--- src/rtl/xo_ctrl_pkg.sv ---
// Shared constants for the crystal oscillator controller: register
// offsets, key codes and status bit positions.
package xo_ctrl_pkg;

    localparam int unsigned DATA_W = 32;

    // Register word offsets (byte addresses)
    localparam logic [7:0] OFF_CTRL    = 8'h00;
    localparam logic [7:0] OFF_STATUS  = 8'h04;
    localparam logic [7:0] OFF_PAUSE   = 8'h08;
    localparam logic [7:0] OFF_STARTUP = 8'h0C;
    localparam logic [7:0] OFF_COUNT   = 8'h1C;

    // Key codes
    localparam logic [11:0] KEY_OFF    = 12'hD1E;
    localparam logic [11:0] KEY_ON     = 12'hFAB;
    localparam logic [11:0] RANGE_BASE = 12'hAA0;
    localparam logic [31:0] KEY_PAUSE  = 32'h636F6D61;
    localparam logic [31:0] KEY_WAKE   = 32'h77616B65;

    // Bit positions
    localparam int unsigned ST_STABLE_BIT = 31;
    localparam int unsigned ST_BAD_BIT    = 24;
    localparam int unsigned ST_EN_BIT     = 12;
    localparam int unsigned SU_X4_BIT     = 20;
    localparam int unsigned EN_LSB        = 12;

    typedef enum logic [2:0] {
        SEL_NONE,
        SEL_CTRL,
        SEL_STATUS,
        SEL_PAUSE,
        SEL_STARTUP,
        SEL_COUNT
    } reg_sel_e;

endpackage

--- src/rtl/xo_apb_regs.sv ---
// APB register file of the oscillator controller.
// Decodes zero-wait accesses, checks key codes, keeps the sticky error flag
// and produces the registered run request.
// Assumes one access per APB transfer (psel and penable both high).
module xo_apb_regs
    import xo_ctrl_pkg::*;
#(
    parameter int unsigned ADDR_W    = 12,
    parameter int unsigned DELAY_W   = 14,
    parameter int unsigned CNT_W     = 8,
    parameter logic [DELAY_W-1:0] DELAY_RST = DELAY_W'(8'hC4)
) (
    input  logic                clk,
    input  logic                rst_n,
    input  logic                psel,
    input  logic                penable,
    input  logic                pwrite,
    input  logic [ADDR_W-1:0]   paddr,
    input  logic [DATA_W-1:0]   pwdata,
    output logic [DATA_W-1:0]   prdata,
    input  logic                stable_i,
    input  logic [CNT_W-1:0]    count_i,
    output logic                osc_run,
    output logic [DELAY_W-1:0]  delay_o,
    output logic                x4_o,
    output logic                bad_o,
    output logic                cnt_wr_o,
    output logic [CNT_W-1:0]    cnt_wdata_o
);

    reg_sel_e           sel;
    logic               wr_en;
    logic               rd_en;
    logic               enabled_q;
    logic               paused_q;
    logic               bad_q;
    logic [DELAY_W-1:0] delay_q;
    logic               x4_q;
    logic [11:0]        en_code;
    logic [11:0]        range_code;
    logic               ctrl_bad;
    logic               pause_bad;
    logic               set_bad;
    logic               clr_bad;
    logic [DATA_W-1:0]  rd_mux;

    assign wr_en = psel && penable && pwrite;
    assign rd_en = psel && penable && !pwrite;

    // Address decode of the selected register
    always_comb begin
        if (paddr == ADDR_W'(OFF_CTRL))         sel = SEL_CTRL;
        else if (paddr == ADDR_W'(OFF_STATUS))  sel = SEL_STATUS;
        else if (paddr == ADDR_W'(OFF_PAUSE))   sel = SEL_PAUSE;
        else if (paddr == ADDR_W'(OFF_STARTUP)) sel = SEL_STARTUP;
        else if (paddr == ADDR_W'(OFF_COUNT))   sel = SEL_COUNT;
        else                                    sel = SEL_NONE;
    end

    // Key code classification of the write data
    always_comb begin
        en_code    = pwdata[EN_LSB +: 12];
        range_code = pwdata[11:0];
        ctrl_bad   = ((en_code != KEY_OFF) && (en_code != KEY_ON))
                     || (range_code[11:2] != RANGE_BASE[11:2]);
        pause_bad  = (pwdata != KEY_PAUSE) && (pwdata != KEY_WAKE);
        set_bad    = wr_en && (((sel == SEL_CTRL) && ctrl_bad)
                               || ((sel == SEL_PAUSE) && pause_bad));
        clr_bad    = wr_en && (sel == SEL_STATUS) && pwdata[ST_BAD_BIT];
    end

    // Enable, pause and startup settings
    always_ff @(posedge clk) begin
        if (!rst_n) begin
            enabled_q <= 1'b0;
            paused_q  <= 1'b0;
            delay_q   <= DELAY_RST;
            x4_q      <= 1'b0;
        end else if (wr_en) begin
            case (sel)
                SEL_CTRL:    enabled_q <= (en_code != KEY_OFF);
                SEL_PAUSE:   paused_q  <= (pwdata == KEY_PAUSE);
                SEL_STARTUP: begin
                    delay_q <= pwdata[DELAY_W-1:0];
                    x4_q    <= pwdata[SU_X4_BIT];
                end
                default: ;
            endcase
        end
    end

    // Sticky error flag: set on a rejected code, cleared by writing one
    always_ff @(posedge clk) begin
        if (!rst_n)       bad_q <= 1'b0;
        else if (set_bad) bad_q <= 1'b1;
        else if (clr_bad) bad_q <= 1'b0;
    end

    // Registered run request towards the oscillator
    always_ff @(posedge clk) begin
        if (!rst_n) osc_run <= 1'b0;
        else        osc_run <= enabled_q && !paused_q;
    end

    // Read data multiplexer
    always_comb begin
        rd_mux = '0;
        case (sel)
            SEL_CTRL: begin
                rd_mux[EN_LSB +: 12] = enabled_q ? KEY_ON : KEY_OFF;
                rd_mux[11:0]         = RANGE_BASE;
            end
            SEL_STATUS: begin
                rd_mux[ST_STABLE_BIT] = stable_i;
                rd_mux[ST_BAD_BIT]    = bad_q;
                rd_mux[ST_EN_BIT]     = enabled_q;
            end
            SEL_PAUSE:   rd_mux = paused_q ? KEY_PAUSE : KEY_WAKE;
            SEL_STARTUP: begin
                rd_mux[DELAY_W-1:0] = delay_q;
                rd_mux[SU_X4_BIT]   = x4_q;
            end
            SEL_COUNT:   rd_mux[CNT_W-1:0] = count_i;
            default: ;
        endcase
    end

    assign prdata      = rd_en ? rd_mux : '0;
    assign delay_o     = delay_q;
    assign x4_o        = x4_q;
    assign bad_o       = bad_q;
    assign cnt_wr_o    = wr_en && (sel == SEL_COUNT);
    assign cnt_wdata_o = pwdata[CNT_W-1:0];

endmodule

--- src/rtl/xo_startup_timer.sv ---
// Startup timer: counts crystal ticks while the run request is high and
// raises the stable flag after delay << SCALE_SHIFT ticks (plus X4_SHIFT
// more shift bits when scaling is on). Dropping the run request clears the
// flag and the count at once.
module xo_startup_timer #(
    parameter int unsigned DELAY_W     = 14,
    parameter int unsigned SCALE_SHIFT = 8,
    parameter int unsigned X4_SHIFT    = 2
) (
    input  logic               clk,
    input  logic               rst_n,
    input  logic               run_i,
    input  logic               tick_i,
    input  logic [DELAY_W-1:0] delay_i,
    input  logic               x4_i,
    output logic               stable_o
);

    localparam int unsigned TGT_W = DELAY_W + SCALE_SHIFT + X4_SHIFT;

    logic [TGT_W-1:0] target;
    logic [TGT_W-1:0] ticks_q;

    // Tick threshold from the programmed delay and scaling
    always_comb begin
        if (x4_i) target = TGT_W'(delay_i) << (SCALE_SHIFT + X4_SHIFT);
        else      target = TGT_W'(delay_i) << SCALE_SHIFT;
    end

    // Tick accumulation and stable flag
    always_ff @(posedge clk) begin
        if (!rst_n || !run_i) begin
            ticks_q  <= '0;
            stable_o <= 1'b0;
        end else if (ticks_q >= target) begin
            stable_o <= 1'b1;
        end else if (tick_i) begin
            ticks_q <= ticks_q + 1'b1;
        end
    end

endmodule

--- src/rtl/xo_pause_counter.sv ---
// Software pause counter: loads on a register write and counts down one
// per crystal tick while the oscillator is stable, halting at zero.
// A load in the same cycle as a tick takes priority.
module xo_pause_counter #(
    parameter int unsigned CNT_W = 8
) (
    input  logic             clk,
    input  logic             rst_n,
    input  logic             wr_i,
    input  logic [CNT_W-1:0] wdata_i,
    input  logic             tick_i,
    input  logic             stable_i,
    output logic [CNT_W-1:0] count_o
);

    // Load or decrement the counter
    always_ff @(posedge clk) begin
        if (!rst_n)                                   count_o <= '0;
        else if (wr_i)                                count_o <= wdata_i;
        else if (tick_i && stable_i && count_o != '0) count_o <= count_o - 1'b1;
    end

endmodule

--- src/rtl/xo_ctrl_top.sv ---
// Top of the crystal oscillator controller. It joins the APB register file,
// the startup timer and the pause counter. The oscillator is seen only
// through osc_tick (one pulse per crystal period) and osc_run.
module xo_ctrl_top
    import xo_ctrl_pkg::*;
#(
    parameter int unsigned ADDR_W  = 12,
    parameter int unsigned DELAY_W = 14,
    parameter int unsigned CNT_W   = 8
) (
    input  logic              clk,
    input  logic              rst_n,
    input  logic              psel,
    input  logic              penable,
    input  logic              pwrite,
    input  logic [ADDR_W-1:0] paddr,
    input  logic [31:0]       pwdata,
    output logic [31:0]       prdata,
    output logic              pready,
    output logic              pslverr,
    input  logic              osc_tick,
    output logic              osc_run
);

    logic               stable;
    logic               bad;
    logic [DELAY_W-1:0] delay;
    logic               x4;
    logic [CNT_W-1:0]   count;
    logic               cnt_wr;
    logic [CNT_W-1:0]   cnt_wdata;

    assign pready  = 1'b1;
    assign pslverr = 1'b0;

    xo_apb_regs #(.ADDR_W(ADDR_W), .DELAY_W(DELAY_W), .CNT_W(CNT_W)) u_regs (
        .clk         (clk),
        .rst_n       (rst_n),
        .psel        (psel),
        .penable     (penable),
        .pwrite      (pwrite),
        .paddr       (paddr),
        .pwdata      (pwdata),
        .prdata      (prdata),
        .stable_i    (stable),
        .count_i     (count),
        .osc_run     (osc_run),
        .delay_o     (delay),
        .x4_o        (x4),
        .bad_o       (bad),
        .cnt_wr_o    (cnt_wr),
        .cnt_wdata_o (cnt_wdata)
    );

    xo_startup_timer #(.DELAY_W(DELAY_W)) u_timer (
        .clk      (clk),
        .rst_n    (rst_n),
        .run_i    (osc_run),
        .tick_i   (osc_tick),
        .delay_i  (delay),
        .x4_i     (x4),
        .stable_o (stable)
    );

    xo_pause_counter #(.CNT_W(CNT_W)) u_pause (
        .clk      (clk),
        .rst_n    (rst_n),
        .wr_i     (cnt_wr),
        .wdata_i  (cnt_wdata),
        .tick_i   (osc_tick),
        .stable_i (stable),
        .count_o  (count)
    );

endmodule

--- config.mk ---
export PLATFORM = sky130hd
export DESIGN_NAME = xo_ctrl_top
export DESIGN_NICKNAME = d
export VERILOG_FILES = /design/src/rtl/xo_ctrl_pkg.sv /design/src/rtl/xo_apb_regs.sv /design/src/rtl/xo_startup_timer.sv /design/src/rtl/xo_pause_counter.sv /design/src/rtl/xo_ctrl_top.sv
export SDC_FILE = /design/constraint.sdc
export NUM_CORES = 1
export LEC_CHECK = 0
export BUFFER_PORTS_ARGS = -buffer_cell sky130_fd_sc_hd__buf_2
export CAP_MARGIN = 10
export CORE_MARGIN = 1
export CORE_UTILIZATION = 27
export DETAILED_ROUTE_END_ITERATION = 12
export GPL_TIMING_DRIVEN = 0
export HOLD_SLACK_MARGIN = 0.06
export SETUP_SLACK_MARGIN = 0.4
export SLEW_MARGIN = 20
export SYNTH_ARGS = -nofsm -noshare
export SYNTH_HDL_FRONTEND = slang
export SYNTH_SLANG_ARGS = --single-unit
export TNS_END_PERCENT = 50
--- constraint.sdc ---
create_clock -name clk -period 7.3 [get_ports clk]
set_input_delay 0.73 -clock clk [delete_from_list [all_inputs] [get_ports clk]]
set_output_delay 0.73 -clock clk [all_outputs]
set_load 0.02 [all_outputs]
==> out/qor.yml <==
vias_in_the_first_global_route: 3705
rsz_0062_raised_after_global_routing: "no"
gr-total-overflow: 0
max-cap-violations: 0
static_leakage_nw: 1.64
synth_seq_cells: 52
run_status: "finished clean"
finalNetCount: 615
holdBufCountCts: 0
yosysWarnings: 0
maxUsedRoutingLayer: "met4"
drc: 0
drt_pre_antenna_iters: 4
timing.max_slew.rel_slack_pct: 49.6
timing.final.hold_violations: 0
critPathCaptureType: "register"
synth.yosys.seq_area_share_pct: 28.7
cts_tree: "done"
worst_skew_pair.late_latency_ns: 0.30
core.rowCount: 41
mappedNetlistArea_um2: 3630
drt-total-wl_mm: 10.8
timing.critical_path.fanout_max: 10
critPathLaunchType: "register"
cp.required_ns: 7.53
finalHoldWorstSlack_ns: 0.517
port_buffers: 79
timing.setup.critical_path_class: "register to register"
wl_met2_mm: 5.09
layout_worst_path_cycle_share_pct: 51.5
die_outline_area_um2: 13900
final_period_minus_worst_setup_slack_ns: 3.76
die-height_um: 118
multi_input_comb_area_um2: 2350
worst_pin_slew_ns: 0.750
timing.final.max_slew_violations: 0
place.gp.congestion: 0.885
cts_setup_buffers: 0
wire_per_inst_um: 15.0
post_route_cells_drive_above_1_share_pct: 21.4
vdd.ir_drop.worst_mv: 0.0868
antenna_found_initial: 0
layout.cell_area.non_filler_um2: 4390
postLayoutCoreUtil_pct: 34.1
commonest_cells_after_routing_fill_and_taps_aside: "sky130_fd_sc_hd__buf_2, sky130_fd_sc_hd__dfxtp_1, sky130_fd_sc_hd__nor2_1"
postSynthAreaPerCell_um2: 7.92
worst_clock_skew_ns: 0.00715
area.sequential_um2: 1040
met3_wirelength_um: 434
maximum_number_of_pins_on_one_net_before_global_route_repair: 16
num-fill-cells: 1347
dr_total_vias: 3717
post_cts.resized_instances: 0
first_iter_violations: 171
synth_cells: 458
place_hpwl_mm: 8.54
ys_types: 59
postPlaceCellArea_um2: 4240
cts_num_sinks: 52
power_density_nw_per_um2: 131
antenna-diode-count: 0
die_width_um: 118
clk_pin_slew_ns: 0.07
hp-class: "register to register"
fmax_mhz: 266
coreArea_um2: 12900
layout_commonest_cell: "sky130_fd_sc_hd__buf_2"
worstPathArrival_ns: 3.99
first_pass_grt_wire_length_mm: 17.8
cts-buffers-inserted: 5
aggregate_global_route_resource_usage_pct: 15.6
initial_core_util_pct: 28.2
synth_enable_flop_cells: 0
area_growth_syn_to_layout_pct: 21.0
io_pins: 85
synthFlopType: "sky130_fd_sc_hd__dfxtp_1"
clock_path_buffers: 2
cts-root-buf: "sky130_fd_sc_hd__clkbuf_16"
wl_met1_mm: 5.08
async_reset_ff_share_pct: 0
setup-tns-final_ns: 0
drt-vias-per-instance: 5.18
detail-route-antenna-nets: 0
clock_tree.htree_level_count: 2
final-setup-viol-count: 0
## flip-flops by register name, summed over array words and instances (netlist names)
signal and cells:
u_timer.stable_o 1, u_regs.enabled_q 1, u_regs.osc_run 1, u_regs.bad_o 1
u_regs.delay_o 14, u_timer.ticks_q 24, u_regs.x4_o 1, u_regs.paused_q 1
u_pause.count_o 8
## cells by family after synthesis
kind of cell	count (synthesis)	share of synthesized area, %
and+or+nand+nor	196	30.1
DFF	52	28.7
other	2	0.207
adders and majority gates	20	6.90
AOI/OAI and AO/OA	95	15.9
xor gates and xnor gates	10	2.42
muxes	33	9.21
buffers and inverters	50	6.59
## worst max-delay path, stage by stage, from the launching register on
cell	delay (ns)
sky130_fd_sc_hd__dfxtp_1	0.31
sky130_fd_sc_hd__clkbuf_1	0.42
sky130_fd_sc_hd__buf_1	0.54
sky130_fd_sc_hd__mux2i_1	0.29
sky130_fd_sc_hd__ha_1	0.28
sky130_fd_sc_hd__a41o_1	0.22
sky130_fd_sc_hd__a21oi_1	0.11
sky130_fd_sc_hd__o2bb2ai_1	0.17
sky130_fd_sc_hd__nor4_2	0.73
sky130_fd_sc_hd__or4b_1	0.49
sky130_fd_sc_hd__a21oi_1	0.14
## synth_stat cells (all sizes together) (3+ instances only)
master / number / area share (%)
a21oi: 45 / 6.2
a31o: 3 / 0.72
a31oi: 4 / 0.69
and2: 3 / 0.52
and3: 5 / 0.90
and4: 3 / 0.72
buf: 16 / 3.1
clkbuf: 15 / 1.6
dfxtp: 52 / 29
ha: 20 / 6.9
inv: 19 / 2.0
mux2: 3 / 0.93
mux2i: 30 / 8.3
nand2: 33 / 3.5
nand2b: 3 / 0.52
nand3: 18 / 2.6
nand4: 15 / 2.6
nand4b: 3 / 0.72
nor2: 47 / 4.9
nor2b: 10 / 1.7
nor3: 9 / 1.2
nor4: 9 / 2.1
nor4bb: 3 / 0.83
o211ai: 3 / 0.62
o21ai: 21 / 2.9
o31ai: 7 / 1.4
or2: 3 / 0.52
or3: 13 / 2.2
or4: 7 / 1.4
xnor2: 8 / 1.9
## metrics by stage
step / setup WS, ns / std cells / power [W]
detailed placement: 3.57 / 710 / 0.000337
finish: 3.54 / 718 / 0.000576
CTS: 3.54 / 718 / 0.000578
floorplan: 4.10 / 459 / 0.000312
global route: 3.30 / 718 / 0.000595
global placement: 3.65 / 710 / 0.000336
## per-layer routing
| metal | up-vias | GRT usage [%] |
|---|---|---|
| li1 | 1832 | - |
| met1 | 1769 | 20.1 |
| met2 | 100 | 26.5 |
| met3 | 16 | 1.84 |
| met4 | 0 | 5.61 |
| met5 | - | 0 |
## where the power goes
| group | switching [W] | internal [W] |
|---|---|---|
| Sequential | 0.00000000700 | 0.000283 |
| Combinational | 0.0000284 | 0.0000187 |
| Clock | 0.000109 | 0.000136 |
## path summary, 6_finish.rpt
check / startpoint / end / slack (ns) / cells after the start
max: u_regs.x4_o$_SDFFE_PN0P_ / u_timer.ticks_q[15]$_SDFFE_PP0P_ / 3.54 / 10
min: u_timer.ticks_q[20]$_SDFFE_PP0P_ / u_timer.ticks_q[20]$_SDFFE_PP0P_ / 0.52 / 2
max reg2reg: u_regs.x4_o$_SDFFE_PN0P_ / u_timer.ticks_q[15]$_SDFFE_PP0P_ / 3.54 / 10
min reg2reg: u_timer.ticks_q[20]$_SDFFE_PP0P_ / u_timer.ticks_q[20]$_SDFFE_PP0P_ / 0.52 / 2
## area by class of cell
| class | count | share of cell area, % |
|---|---|---|
| Tap cell | 172 | 4.90 |
| Timing Repair Buffer | 79 | 9.01 |
| Clock buffer | 6 | 3.16 |
| Buffer | 31 | 3.82 |
| Clock inverter | 2 | 0.228 |
| Inverter | 19 | 1.62 |
| Sequential cell | 52 | 23.7 |
| Multi-Input combinational cell | 357 | 53.5 |
Note: power is estimated with default switching activity, not from simulation.
